===== src/rtl/irq_cap_pkg.sv =====
package irq_cap_pkg;

  typedef enum logic {
    TRIG_EDGE  = 1'b0,
    TRIG_LEVEL = 1'b1
  } trig_mode_e;

  // Edge capture: armed line seen high, not held, not being cleared.
  function automatic logic cell_capture(trig_mode_e mode, logic s, logic armed,
                                        logic frz, logic clr);
    return (mode == TRIG_EDGE) && s && armed && !frz && !clr;
  endfunction

  // Next request bit: clear wins over hold, hold wins over capture.
  function automatic logic cell_next_req(trig_mode_e mode, logic s, logic req,
                                         logic frz, logic clr, logic cap);
    logic nxt;
    if (clr)                     nxt = 1'b0;
    else if (frz)                nxt = req;
    else if (mode == TRIG_LEVEL) nxt = s;
    else                         nxt = req | cap;
    return nxt;
  endfunction

  // Arming: a low level arms, a capture disarms, otherwise keep.
  function automatic logic cell_next_arm(logic s, logic armed, logic cap);
    logic nxt;
    if (!s)       nxt = 1'b1;
    else if (cap) nxt = 1'b0;
    else          nxt = armed;
    return nxt;
  endfunction

endpackage


===== src/rtl/irq_sync.sv =====
module irq_sync #(
  parameter int W      = 8,
  parameter int STAGES = 2
) (
  input  logic         clk,
  input  logic         rst_n,
  input  logic [W-1:0] d,
  output logic [W-1:0] q
);
  logic [W-1:0] stg [STAGES];

  for (genvar k = 0; k < STAGES; k++) begin : g_stage
    if (k == 0) begin : g_first
      always_ff @(posedge clk or negedge rst_n)
        if (!rst_n) stg[k] <= '0;
        else        stg[k] <= d;
    end else begin : g_next
      always_ff @(posedge clk or negedge rst_n)
        if (!rst_n) stg[k] <= '0;
        else        stg[k] <= stg[k-1];
    end
  end

  assign q = stg[STAGES-1];
endmodule


===== src/rtl/irq_mode_reg.sv =====
module irq_mode_reg
  import irq_cap_pkg::*;
(
  input  logic       clk,
  input  logic       rst_n,
  input  logic       icw_wr,
  input  logic       trig_level,
  output trig_mode_e mode
);
  always_ff @(posedge clk or negedge rst_n)
    if (!rst_n)      mode <= TRIG_EDGE;
    else if (icw_wr) mode <= trig_level ? TRIG_LEVEL : TRIG_EDGE;
endmodule


===== src/rtl/irq_cell.sv =====
module irq_cell
  import irq_cap_pkg::*;
(
  input  logic       clk,
  input  logic       rst_n,
  input  trig_mode_e mode,
  input  logic       init_clr,
  input  logic       frz,
  input  logic       clr,
  input  logic       s,
  output logic       req,
  output logic       armed,
  output logic       cap
);
  logic req_q, arm_q;

  assign cap = cell_capture(mode, s, arm_q, frz, clr);

  always_ff @(posedge clk or negedge rst_n)
    if (!rst_n) begin
      req_q <= 1'b0;
      arm_q <= 1'b0;
    end else if (init_clr) begin
      req_q <= 1'b0;
      arm_q <= 1'b0;
    end else begin
      req_q <= cell_next_req(mode, s, req_q, frz, clr, cap);
      arm_q <= cell_next_arm(s, arm_q, cap);
    end

  assign req   = req_q;
  assign armed = arm_q;
endmodule


===== src/rtl/irq_capture_cells.sv =====
module irq_capture_cells
  import irq_cap_pkg::*;
#(
  parameter int LINES       = 8,
  parameter int SYNC_STAGES = 2
) (
  input  logic             clk,
  input  logic             rst_n,
  input  logic             icw_wr,
  input  logic             init_trig_level,
  input  logic             freeze,
  input  logic [LINES-1:0] irq_in,
  input  logic [LINES-1:0] ack_clr,
  output logic [LINES-1:0] req_vec
);
  // Named internal events, brought out for the bound checker.
  trig_mode_e       trig_mode;
  logic [LINES-1:0] sync_s;
  logic [LINES-1:0] armed;
  logic [LINES-1:0] cap_evt;

  irq_mode_reg u_mode (
    .clk       (clk),
    .rst_n     (rst_n),
    .icw_wr    (icw_wr),
    .trig_level(init_trig_level),
    .mode      (trig_mode)
  );

  irq_sync #(.W(LINES), .STAGES(SYNC_STAGES)) u_sync (
    .clk  (clk),
    .rst_n(rst_n),
    .d    (irq_in),
    .q    (sync_s)
  );

  for (genvar i = 0; i < LINES; i++) begin : g_cell
    irq_cell u_cell (
      .clk     (clk),
      .rst_n   (rst_n),
      .mode    (trig_mode),
      .init_clr(icw_wr),
      .frz     (freeze),
      .clr     (ack_clr[i]),
      .s       (sync_s[i]),
      .req     (req_vec[i]),
      .armed   (armed[i]),
      .cap     (cap_evt[i])
    );
  end
endmodule


===== config.mk =====
export PLATFORM = sky130hd
export DESIGN_NAME = irq_capture_cells
export DESIGN_NICKNAME = d
export VERILOG_FILES = /design/src/rtl/irq_cap_pkg.sv /design/src/rtl/irq_sync.sv /design/src/rtl/irq_mode_reg.sv /design/src/rtl/irq_cell.sv /design/src/rtl/irq_capture_cells.sv
export SDC_FILE = /design/constraint.sdc
export NUM_CORES = 1
export LEC_CHECK = 0
export BUFFER_PORTS_ARGS = -buffer_cell sky130_fd_sc_hd__buf_2
export CORE_MARGIN = 2
export CORE_UTILIZATION = 49
export DETAILED_ROUTE_END_ITERATION = 8
export GPL_ROUTABILITY_DRIVEN = 0
export HOLD_SLACK_MARGIN = 0.08
export PLACE_DENSITY = 0.84
export SYNTH_ARGS = -nofsm -noshare
export SYNTH_HDL_FRONTEND = slang
export SYNTH_SLANG_ARGS = --single-unit

===== constraint.sdc =====
create_clock -name clk -period 1.95 [get_ports clk]
set_clock_uncertainty 0.2 [all_clocks]
set_input_delay 0 -clock clk [delete_from_list [all_inputs] [get_ports clk]]
set_output_delay 0 -clock clk [all_outputs]
set_load 0.05 [all_outputs]

==> implementation parameters <==
Parameter                              Value

Floorplanning
  Core Box Area    2710 um2
  Num ports    29
  Row cnt    19
  Starting Density    50.46%
  Die X-Extent    approximately 57 um
  Die height    around 57 um
  Total Die Area    between 3000 and 4000 um2

Route
  Routed length per placed instance    between 15 and 20 um
  Number of detailed-route iterations in the first pass    4
  Antenna-violating nets left    0
  Routed via count    between 900 and 1,000
  First-iteration detailed-routing DRC count    19
  Post-Route WL    roughly 2700 um
  Via/cell ratio    5.412
  Post-route DRC violation count    0

Clocking
  Clk Tree Root Cell    clkbuf_4
  Source-to-sink clock delay at the later pin of the worst-skew pair    about 0.34 ns
  Clock Sink Count    33
  Total clock buffers created by CTS    5
  Longest Clk Path Bufs    2
  H-tree lvl count    2
  TritonCTS clock tree    done
  Register clock-pin slew on the reported worst setup and hold paths    0.10 ns

Setup path
  Terminus of the critical flop-to-flop path    g_cell[3].u_cell.req$_DFFE_PN0P_
  Cell with the largest stage delay on the worst path    dlygate4sd3_1
  R2r startpoint    u_mode.mode$_DFFE_PN0P_
  Total buffers and inverters traversed by the critical path    2
  Category of the critical setup timing path    reg2reg
  Kind of capture point of the worst setup path    flop
  Worst path max stage delay    between 0.5 and 0.6 ns
  Worst R2R Setup Slack    between 0.08 and 0.09 ns
  Biggest fanout along the worst timing path    6
  Cells along the critical path    buf_4, a221oi_2, nor4_2, dlygate4sd3_1
  Required time of the critical path    approximately 2 ns
  Critical path startpoint category    flop
  Cell family with most CP delay    buffers and inverters
  Worst reg2reg path depth    4
  Critical path data arrival time    around 1.9 ns

Synth
  XOR/XNOR share of the synthesized area    0%
  Multiplexer area fraction after synthesis    less than 1%
  Simple-gate area share of the yosys netlist    12.26%
  Cell types with the largest area share after synthesis    dfrtp_1 60%, nor4_2 7.3%, a21oi_1 5.9%
  Synthesized area    between 1000 and 1500 um2
  Combinational family with the most area after synthesis    compound AO/OA/AOI/OAI gates
  Post-Synthesis Mean Instance Area    between 10 and 15 um2
  Share of the synthesized area in compound gates (AO/OA/AOI/OAI)    roughly 17%
  Instance count of the mapped netlist    100
  Proportion of synthesized chip area in sequential cells    60.38%
  Post-synthesis cell type with the largest combined area    dfrtp_1
  Adder-cell share of the synthesized area    0%
  Total number of yosys warnings    0
  Number of distinct library cell variants in the gate-level netlist after synthesis    16
  Seq cells post-synth    33
  Fraction of post-synthesis cell area in the top cell type by area    60.38%
  Net Count, Synth    roughly 120

Run status
  Status    finished, final reports clean

Power
  Worst vdd ir    0.6471 mV
  Power Density    775.1 nW/um2
  Static leakage    0.8086 nW

STA
  Worst-Margin Slew    roughly 0.7 ns
  Highest clock rate    535.7 MHz
  Ratio of final minimum period to clock period    a little over nine tenths
  Final setup vio count    0
  Number of hold-slack violations in the final timing report    0
  Fin crit period    approximately 1.9 ns
  Worst hold slack across all endpoints    approximately 0.094 ns
  Setup total negative slack    0 ns
  Unrepaired setup endpoints after global routing    false
  Fin. max-slew vios    0
  Tightest slew margin relative to the limit    between 50% and 60%

Cells and area
  Final-stage net count    between 150 and 200
  Leading cell type in the layout, fill and taps excluded    dfrtp_1
  Top library cells by usage in the layout, fill and taps aside    32 x dfrtp_1, 29 x dlygate4sd3_1, 28 x buf_2
  Signed area change from the synthesized netlist to the final layout    30.74%
  Filler cell count in the final layout    207
  Core utilization of the finished layout    65.97%
  Antenna diode count    0
  Ratio of cells with drive above 1 in the final layout    37.75%
  Finished layout cell area    between 1500 and 2000 um2

Min path
  Worst-case hold path end point    u_sync.stg[11]$_DFF_PN0_
  Source of the worst hold timing path    irq_in[3]
  Path category of the worst min-delay check    in2reg
  Hold Crit Depth    2

Global routing
  Initial antenna violation count    0
  Maximum number of pins on one net before global-route repair    34
  Total routing resource utilization after global routing    20.40%
  First-pass GRT wire length    just under 5000 um
  Number of global-route vias before repair    1,018
  GRT overflow    0

Placed design
  Port Buf Inserts    28
  Post-place instance area    approximately 1400 um2
  Detail Placement HPWL    ~1600 um

Job
  Maximum capacitance violations    0
worst max-delay path by stage:
stage | startpoint | end | cells after the start
CTS | u_mode.mode$_DFFE_PN0P_ | g_cell[5].u_cell.req$_DFFE_PN0P_ | 4
detailed placement | u_mode.mode$_DFFE_PN0P_ | g_cell[4].u_cell.armed$_DFFE_PN0P_ | 3
global placement | u_mode.mode$_DFFE_PN0P_ | g_cell[6].u_cell.armed$_DFFE_PN0P_ | 3
finish | u_mode.mode$_DFFE_PN0P_ | g_cell[3].u_cell.req$_DFFE_PN0P_ | 4
floorplan | u_mode.mode$_DFFE_PN0P_ | g_cell[0].u_cell.armed$_DFFE_PN0P_ | 5
global route | u_mode.mode$_DFFE_PN0P_ | g_cell[3].u_cell.req$_DFFE_PN0P_ | 4
registers in the layout, indices dropped and copies added, names as in the netlist:
name and cells:
g_cell.u_cell.armed 8, g_cell.u_cell.req 8, u_sync.q 8, u_sync.stg 8, u_mode.mode 1
per-layer routing:
| metal | track usage [%] | up-vias | routed length (um) |
|---|---|---|---|
| li1 | - | 457 | - |
| met1 | 25.50 | 485 | 1119 |
| met2 | 32.06 | 35 | 1392 |
| met3 | 6.912 | 8 | 158 |
| met4 | 9.302 | 0 | 65 |
| met5 | 0 | - | 0 |
worst reg2reg max path, stage by stage, from the launching register on:
cell	delay (ns)
dfrtp_2	0.47
buf_4	0.19
a221oi_2	0.26
nor4_2	0.07
dlygate4sd3_1	0.57
per-stage QoR:
stage / power (mW) / instances / worst slack [ns]
CTS: 1.395 / 182 / 0.02900
global placement: 0.9185 / 145 / 0.5781
detailed placement: 0.9245 / 145 / 0.5483
floorplan: 0.8812 / 100 / 0.5578
finish: 1.386 / 182 / 0.08344
global route: 1.451 / 182 / 0.006437
Yosys cell counts:
| cell | instances |
|---|---|
| nor4_2 | 8 |
| mux2_2 | 1 |
| a211oi_2 | 3 |
| o21ai_1 | 8 |
| nand2b_1 | 1 |
| buf_4 | 9 |
| dfrtp_1 | 33 |
| buf_2 | 1 |
| dlymetal6s2s_1 | 1 |
| nor2_1 | 5 |
| nand2b_4 | 1 |
| nor3b_1 | 3 |
| buf_6 | 4 |
| a21oi_1 | 16 |
| or2_1 | 1 |
| a221oi_2 | 5 |
cell families (layout without fill, tap and decap cells):
kind of cell / after synthesis / count (layout)
AOI/OAI and AO/OA: 32 / 32
buffers and inverters: 15 / 66
DFF: 33 / 33
muxes: 1 / 1
and+or+nand+nor: 19 / 19
final cells by class:
class,count,area [um2],area share (%)
repair buffers,58,437.9,24.49
multi-input cells,52,414.1,23.16
clock buffers,7,65.06,3.639
clock inverters,1,5.005,0.2799
flip-flops and latches,33,827.0,46.26
well taps,31,38.79,2.169
report_power, final:
part | internal (mW) | leakage (nW) | switching (mW)
logic | 0.0997 | 0.360 | 0.113
clock network | 0.209 | 0.0413 | 0.221
registers | 0.721 | 0.407 | 0.0238
total | 1.03 | 0.809 | 0.357
what timing repair did:
action	4_1_cts	5_1_grt
endpoints found under the setup margin	0	8
hold buffers	29	0
hold endpoints to repair	58	0
setup buffers	0	0
gates resized for setup	0	2
(Power assumes the default switching activity.)
